--- config.mk ---
export PLATFORM = sky130hd
export DESIGN_NAME = rxq_top
export DESIGN_NICKNAME = d
export VERILOG_FILES = /design/src/rtl/rxq_pkg.sv /design/src/rtl/rxq_cfg.sv /design/src/rtl/rxq_store.sv /design/src/rtl/rxq_timer.sv /design/src/rtl/rxq_top.sv
export SDC_FILE = /design/constraint.sdc
export NUM_CORES = 1
export LEC_CHECK = 0
export BUFFER_PORTS_ARGS = -buffer_cell sky130_fd_sc_hd__clkbuf_2
export CAP_MARGIN = 5
export CELL_PAD_IN_SITES_DETAIL_PLACEMENT = 1
export CELL_PAD_IN_SITES_GLOBAL_PLACEMENT = 1
export CORE_UTILIZATION = 30
export CTS_BUF_LIST = sky130_fd_sc_hd__clkbuf_4
export DETAILED_ROUTE_END_ITERATION = 6
export MAX_ROUTING_LAYER = met4
export PLACE_DENSITY_LB_ADDON = 0.15
export SETUP_SLACK_MARGIN = 0.05
export SYNTH_ARGS = -nofsm -noshare
export SYNTH_HDL_FRONTEND = slang
export SYNTH_HIERARCHICAL = 1
export SYNTH_SLANG_ARGS = --single-unit
export TNS_END_PERCENT = 50
--- constraint.sdc ---
create_clock -name clk -period 12.5 [get_ports clk]
set_input_delay 2.5 -clock clk [delete_from_list [all_inputs] [get_ports clk]]
set_output_delay 2.5 -clock clk [all_outputs]
set_load 0.02 [all_outputs]
--- src/rtl/rxq_pkg.sv ---
package rxq_pkg;

    typedef struct packed {
        logic       fifo_en;
        logic [1:0] trig;
        logic       tx_flush;
    } rxq_cfg_t;

    // Threshold selected by control bits 7:6
    function automatic logic [7:0] trig_level(input logic [1:0] sel);
        case (sel)
            2'b00:   return 8'd1;
            2'b01:   return 8'd4;
            2'b10:   return 8'd8;
            default: return 8'd14;
        endcase
    endfunction

endpackage

--- src/rtl/rxq_cfg.sv ---
module rxq_cfg
    import rxq_pkg::*;
(
    input  logic       clk,
    input  logic       rst_n,
    input  logic       cfg_wr,
    input  logic [7:0] cfg_byte,
    output logic       fifo_en,
    output logic [1:0] trig,
    output logic       tx_flush,
    output logic       rx_flush
);
    rxq_cfg_t cfg_d, cfg_q;

    always_comb begin
        cfg_d          = cfg_q;
        cfg_d.tx_flush = 1'b0;
        rx_flush       = 1'b0;
        if (cfg_wr) begin
            cfg_d.fifo_en = cfg_byte[0];
            // a change of mode always empties the store
            if (cfg_byte[0] != cfg_q.fifo_en) rx_flush = 1'b1;
            if (cfg_byte[0]) begin
                cfg_d.trig     = cfg_byte[7:6];
                cfg_d.tx_flush = cfg_byte[2];
                if (cfg_byte[1]) rx_flush = 1'b1;
            end
        end
    end

    always_ff @(posedge clk or negedge rst_n) begin
        if (!rst_n) cfg_q <= '0;
        else        cfg_q <= cfg_d;
    end

    assign fifo_en  = cfg_q.fifo_en;
    assign trig     = cfg_q.trig;
    assign tx_flush = cfg_q.tx_flush;
endmodule

--- src/rtl/rxq_store.sv ---
module rxq_store #(
    parameter int DEPTH = 16,
    parameter int W     = 8,
    localparam int PTR_W = $clog2(DEPTH)
) (
    input  logic             clk,
    input  logic             we,
    input  logic [PTR_W-1:0] waddr,
    input  logic [W-1:0]     wdata,
    input  logic [PTR_W-1:0] raddr,
    output logic [W-1:0]     rdata
);
    logic [W-1:0] mem_q [DEPTH];

    always_ff @(posedge clk) begin
        if (we) mem_q[waddr] <= wdata;
    end

    assign rdata = mem_q[raddr];
endmodule

--- src/rtl/rxq_timer.sv ---
module rxq_timer #(
    parameter int TO_TICKS = 40,
    localparam int CW = $clog2(TO_TICKS + 1)
) (
    input  logic clk,
    input  logic rst_n,
    input  logic bit_tick,
    input  logic armed,
    input  logic activity,
    output logic timeout
);
    typedef struct packed {
        logic [CW-1:0] cnt;
        logic          flag;
    } tmr_t;

    tmr_t tmr_d, tmr_q;

    always_comb begin
        tmr_d = tmr_q;
        if (activity || !armed) begin
            tmr_d.cnt  = '0;
            tmr_d.flag = 1'b0;
        end else if (bit_tick && !tmr_q.flag) begin
            if (tmr_q.cnt == CW'(TO_TICKS - 1)) tmr_d.flag = 1'b1;
            else                                tmr_d.cnt  = tmr_q.cnt + 1'b1;
        end
    end

    always_ff @(posedge clk or negedge rst_n) begin
        if (!rst_n) tmr_q <= '0;
        else        tmr_q <= tmr_d;
    end

    assign timeout = tmr_q.flag;
endmodule

--- src/rtl/rxq_top.sv ---
module rxq_top
    import rxq_pkg::*;
#(
    parameter int DEPTH         = 16,
    parameter int W             = 8,
    parameter int BITS_PER_CHAR = 10,
    parameter int TIMEOUT_CHARS = 4,
    localparam int PTR_W    = $clog2(DEPTH),
    localparam int LVL_W    = $clog2(DEPTH + 1),
    localparam int TO_TICKS = BITS_PER_CHAR * TIMEOUT_CHARS
) (
    input  logic             clk,
    input  logic             rst_n,
    input  logic             cfg_wr,
    input  logic [7:0]       cfg_byte,
    input  logic             rx_valid,
    input  logic [W-1:0]     rx_byte,
    input  logic             bit_tick,
    input  logic             rd_en,
    input  logic             lsr_rd,
    output logic [W-1:0]     rd_data,
    output logic [LVL_W-1:0] level,
    output logic             data_ready,
    output logic             avail_req,
    output logic             timeout_req,
    output logic             overrun,
    output logic [1:0]       fifo_mode,
    output logic             tx_flush
);
    typedef struct packed {
        logic [PTR_W-1:0] wr_ptr;
        logic [PTR_W-1:0] rd_ptr;
        logic [LVL_W-1:0] level;
        logic [W-1:0]     rd_data;
        logic             overrun;
    } q_state_t;

    q_state_t st_d, st_q;

    logic             fifo_en, rx_flush;
    logic [1:0]       trig;
    logic [W-1:0]     mem_rdata;
    logic [LVL_W-1:0] cap, thresh, lvl_after_pop;
    logic             pop, push;

    rxq_cfg u_cfg (
        .clk      (clk),
        .rst_n    (rst_n),
        .cfg_wr   (cfg_wr),
        .cfg_byte (cfg_byte),
        .fifo_en  (fifo_en),
        .trig     (trig),
        .tx_flush (tx_flush),
        .rx_flush (rx_flush)
    );

    rxq_store #(.DEPTH(DEPTH), .W(W)) u_store (
        .clk   (clk),
        .we    (push),
        .waddr (st_q.wr_ptr),
        .wdata (rx_byte),
        .raddr (st_q.rd_ptr),
        .rdata (mem_rdata)
    );

    function automatic logic [PTR_W-1:0] bump(input logic [PTR_W-1:0] p);
        return (p == PTR_W'(DEPTH - 1)) ? '0 : p + 1'b1;
    endfunction

    always_comb begin
        cap           = fifo_en ? LVL_W'(DEPTH) : LVL_W'(1);
        thresh        = fifo_en ? LVL_W'(trig_level(trig)) : LVL_W'(1);
        pop           = rd_en && (st_q.level != '0) && !rx_flush;
        lvl_after_pop = st_q.level - LVL_W'(pop);
        push          = rx_valid && !rx_flush && (lvl_after_pop < cap);

        st_d = st_q;
        if (rx_flush) begin
            st_d.wr_ptr = '0;
            st_d.rd_ptr = '0;
            st_d.level  = '0;
        end else begin
            if (pop) begin
                st_d.rd_data = mem_rdata;
                st_d.rd_ptr  = bump(st_q.rd_ptr);
            end
            if (push) st_d.wr_ptr = bump(st_q.wr_ptr);
            st_d.level = lvl_after_pop + LVL_W'(push);
        end

        if (lsr_rd) st_d.overrun = 1'b0;
        if (rx_valid && !rx_flush && !push) st_d.overrun = 1'b1;
    end

    always_ff @(posedge clk or negedge rst_n) begin
        if (!rst_n) st_q <= '0;
        else        st_q <= st_d;
    end

    rxq_timer #(.TO_TICKS(TO_TICKS)) u_timer (
        .clk      (clk),
        .rst_n    (rst_n),
        .bit_tick (bit_tick),
        .armed    ((st_q.level != '0) && (st_q.level < thresh)),
        .activity (pop || push || rx_flush),
        .timeout  (timeout_req)
    );

    assign rd_data    = st_q.rd_data;
    assign level      = st_q.level;
    assign data_ready = (st_q.level != '0);
    assign avail_req  = (st_q.level >= thresh);
    assign overrun    = st_q.overrun;
    assign fifo_mode  = {fifo_en, fifo_en};
endmodule

==> results.yml <==
final_layout:
  area_growth_pct: 8.931
  drive_gt1_share_pct: 24.56
  nets: 474
clock_network:
  path_clk_slew_ns: 0.13
  postCtsSetupBuffers: 0
  clockRootBuffer: "clkbuf_4"
  numCtsBuffers: 17
  clockBufferDepth: 2
  cts_tree: "yes"
  cts.sinks: 161
  cts_hold_buf: 0
  clk_latency_ns: 0.55
  cts_resized: 0
  h-tree-depth: 4
grt:
  grt.met3_usage_pct: 2.621
  grt_util_met1_pct: 18.31
  gr-max-usage-layer: "met2"
  met2_usage_pct: 22.73
  grt_usage_pct: 14.22
  grt.overflow.total: 0
  grt_pass1_vias: 3888
  antenna_found_initial: 1
  grt_first_pass_wirelength_um: 23560
  grt_max_degree: 36
critical_path:
  crit_path_top_delay_cell: "nor2_1"
  slowest_delay_ns: 0.69
  reg2reg_from: "u_cfg/fifo_en"
  regToRegSetupSlack_ns: 7.97
  r2r_cells: 13
  crit_fanout: 15
  cp_num_buf_inv: 2
  end_kind: "flop"
  start_kind: "input pin"
  path_class: "in -> reg"
  critPathArrivalTime_ns: 6.17
  worstSetupPathDepth: 14
  r2r_end: "u_store/mem_q[2][5]"
  cp_top_family: "simple AND/OR/NAND/NOR gates"
  cp_cell_sequence: "clkbuf_2 > o21ai_0 > a31oi_1 > buf_4 > nor2_4 > ha_1 > ha_1 > nand2_1 > xnor2_1 > ha_1 > nor3_1 > a31o_2 > or3b_2 > nor2_1"
  crit_path_frequent_cell: "ha_1"
  required_ns: 12.68
synth:
  synth_edf_count: 128
  ys_warn_count: 6
  avgSynthCellArea_um2: 17.10
  syn-cell-area_um2: 6907
  synth-seq-cells: 161
  async_flop_share_pct: 20.50
  synth_top_flop_cell: "edfxtp_1"
  synth.top_cell.area_share_pct: 55.65
  ys_types: 56
  yosysTopAreaCell: "edfxtp_1"
  syn_nets: 439
  ys_top_cells_by_area: "edfxtp_1 (56%), dfrtp_1 (12%), mux4_2 (5.9%)"
  synthCells: 404
  synth_seq_area_share_pct: 67.61
floorplan:
  die_h_um: 153.7
  die-area_um2: 23630
  rows: 55
  core_area_um2: 22640
  die_w_um: 153.7
  start_util_pct: 30.51
  ios: 43
timing:
  slew_viol_final: 0
  post-route-period-util_pct: 47.94
  whs_ns: 0.5029
  period_needed_ns: 5.993
  clock_skew_ns: 0.02644
  worst-slew-pin-transition_ns: 1.126
  relSlewSlack_pct: 24.69
  setup_tns_ns: 0
  rsz0062_at_grt: "false"
  max_freq_mhz: 166.9
  setup_violations: 0
  finalHoldViolCount: 0
routing:
  wl_per_cell_um: 20.64
  first_pass_iters: 4
  ant_nets: 0
  vias: 3646
  drtIter0Drc: 194
  viasPerCell: 4.940
  drc_errors: 0
  wl_um: 15230
min_path:
  hold_end: "rd_data[7]"
  hold_class: "reg -> reg"
  min-delay-start: "rd_data[7]"
  min_path_cells: 1
place:
  port_buffers: 39
  gp_congestion: 0.6797
  dp_hpwl_um: 9688
outcome:
  outcome: "finished, final reports clean"
job:
  maxCapViolations: 0
power_and_ir_drop:
  power_density_nw_per_um2: 178.7
  power.leakage_uw: 0.002628
  ir_drop_v: 0.00004874
[cell families (layout without fill, tap and decap cells)]
logic type               after synthesis  count (layout)  share of synthesized area, %
flip-flops                           161             161                         67.61
AND/OR/NAND/NOR                       94              94                         7.301
AO/OA/AOI/OAI                         52              52                         5.217
multiplexers                          44              44                         13.22
buffers and inverters                 34              82                         3.370
adder cells (fa/ha/maj)               12              12                         2.174
XOR/XNOR                               7               7                         1.105
other                                  0               1                             0
[how the worst max path moves through the flow]
| stage | end | start | slack [ns] |
|---|---|---|---|
| finish | u_store/mem_q[2][5] | cfg_byte[0] | 6.51 |
| floorplan | u_store/mem_q[0][0] | cfg_byte[0] | 6.61 |
| CTS | u_store/mem_q[3][6] | cfg_byte[0] | 6.50 |
| global placement | u_store/mem_q[2][1] | cfg_byte[0] | 5.92 |
| detailed placement | u_store/mem_q[3][1] | cfg_byte[0] | 5.91 |
| global route | u_store/mem_q[2][5] | cfg_byte[0] | 6.16 |
[Yosys cell counts (3+ instances only)]
cell type	n
mux4_1	14
nor2b_1	5
nand3_1	6
nand2b_1	7
buf_2	3
o21ai_1	3
buf_6	3
a21oi_1	7
buf_4	16
edfxtp_1	128
a22oi_1	16
nand3b_1	3
a31oi_1	5
nor3_1	6
o21ai_0	6
ha_1	12
clkdlybuf4s25_2	3
nor2_1	24
mux4_2	18
mux2_1	8
nand2_1	26
inv_1	7
xnor2_1	4
dfrtp_1	33
[stage by stage]
step                power, uW  cells  utilization [%]  area [um2]  setup slack [ns]
floorplan               999.0    404                -        6907             6.610
global placement         1093    705            32.22        7296             5.916
detailed placement       1106    705            32.22        7296             5.912
CTS                      1372    737            33.22        7521             6.503
global route             1432    738            33.23        7523             6.159
finish                   1344    738            33.23        7523             6.507
[routing by layer]
metal	wire (um)	vias up	share of wire, %
met4	191	0	1.3
li1	-	1662	-
met5	0	-	0
met1	7328	1931	48
met3	361	13	2.4
met2	7353	40	48
[power breakdown]
group	switching, uW	internal [uW]	total, uW	leakage [uW]
combinational	229	180	408	0.000927
clock	177	85.1	262	0.000124
sequential	52.0	622	674	0.00158
[flip-flops by register name, summed over array words and instances, names as in the netlist]
signal	flops
level	5
overrun	1
rd_data	8
st_q	8
u_cfg/fifo_en	1
u_cfg/trig	2
u_cfg/tx_flush	1
u_store/mem_q	128
u_timer/timeout	1
u_timer/tmr_q	6
[area by class of cell]
class,count,area (um2)
fill,2315,15120
sequential,161,4672
multi-input combinational,209,2019
tap,285,356.6
timing repair buffer,42,217.7
clock buffer,21,157.7
clock inverter,11,67.56
inverter,8,30.03
antenna,1,2.502
[cell usage in the layout (no fill, tap or decap), drive strengths merged, types with 3 or more instances in the layout]
cell / synthesis / final
a21oi: 7 / 7
a22oi: 16 / 16
a31oi: 5 / 5
buf: 22 / 3
clkbuf: 1 / 60
clkinv: 0 / 8
clkinvlp: 0 / 3
dfrtp: 33 / 33
edfxtp: 128 / 128
ha: 12 / 12
inv: 8 / 8
mux2: 10 / 10
mux4: 32 / 32
nand2: 27 / 27
nand2b: 7 / 7
nand3: 7 / 7
nand3b: 3 / 3
nor2: 25 / 25
nor2b: 5 / 5
nor3: 6 / 6
o21ai: 9 / 9
xnor2: 5 / 5
Note: power is estimated with default switching activity, not from simulation.
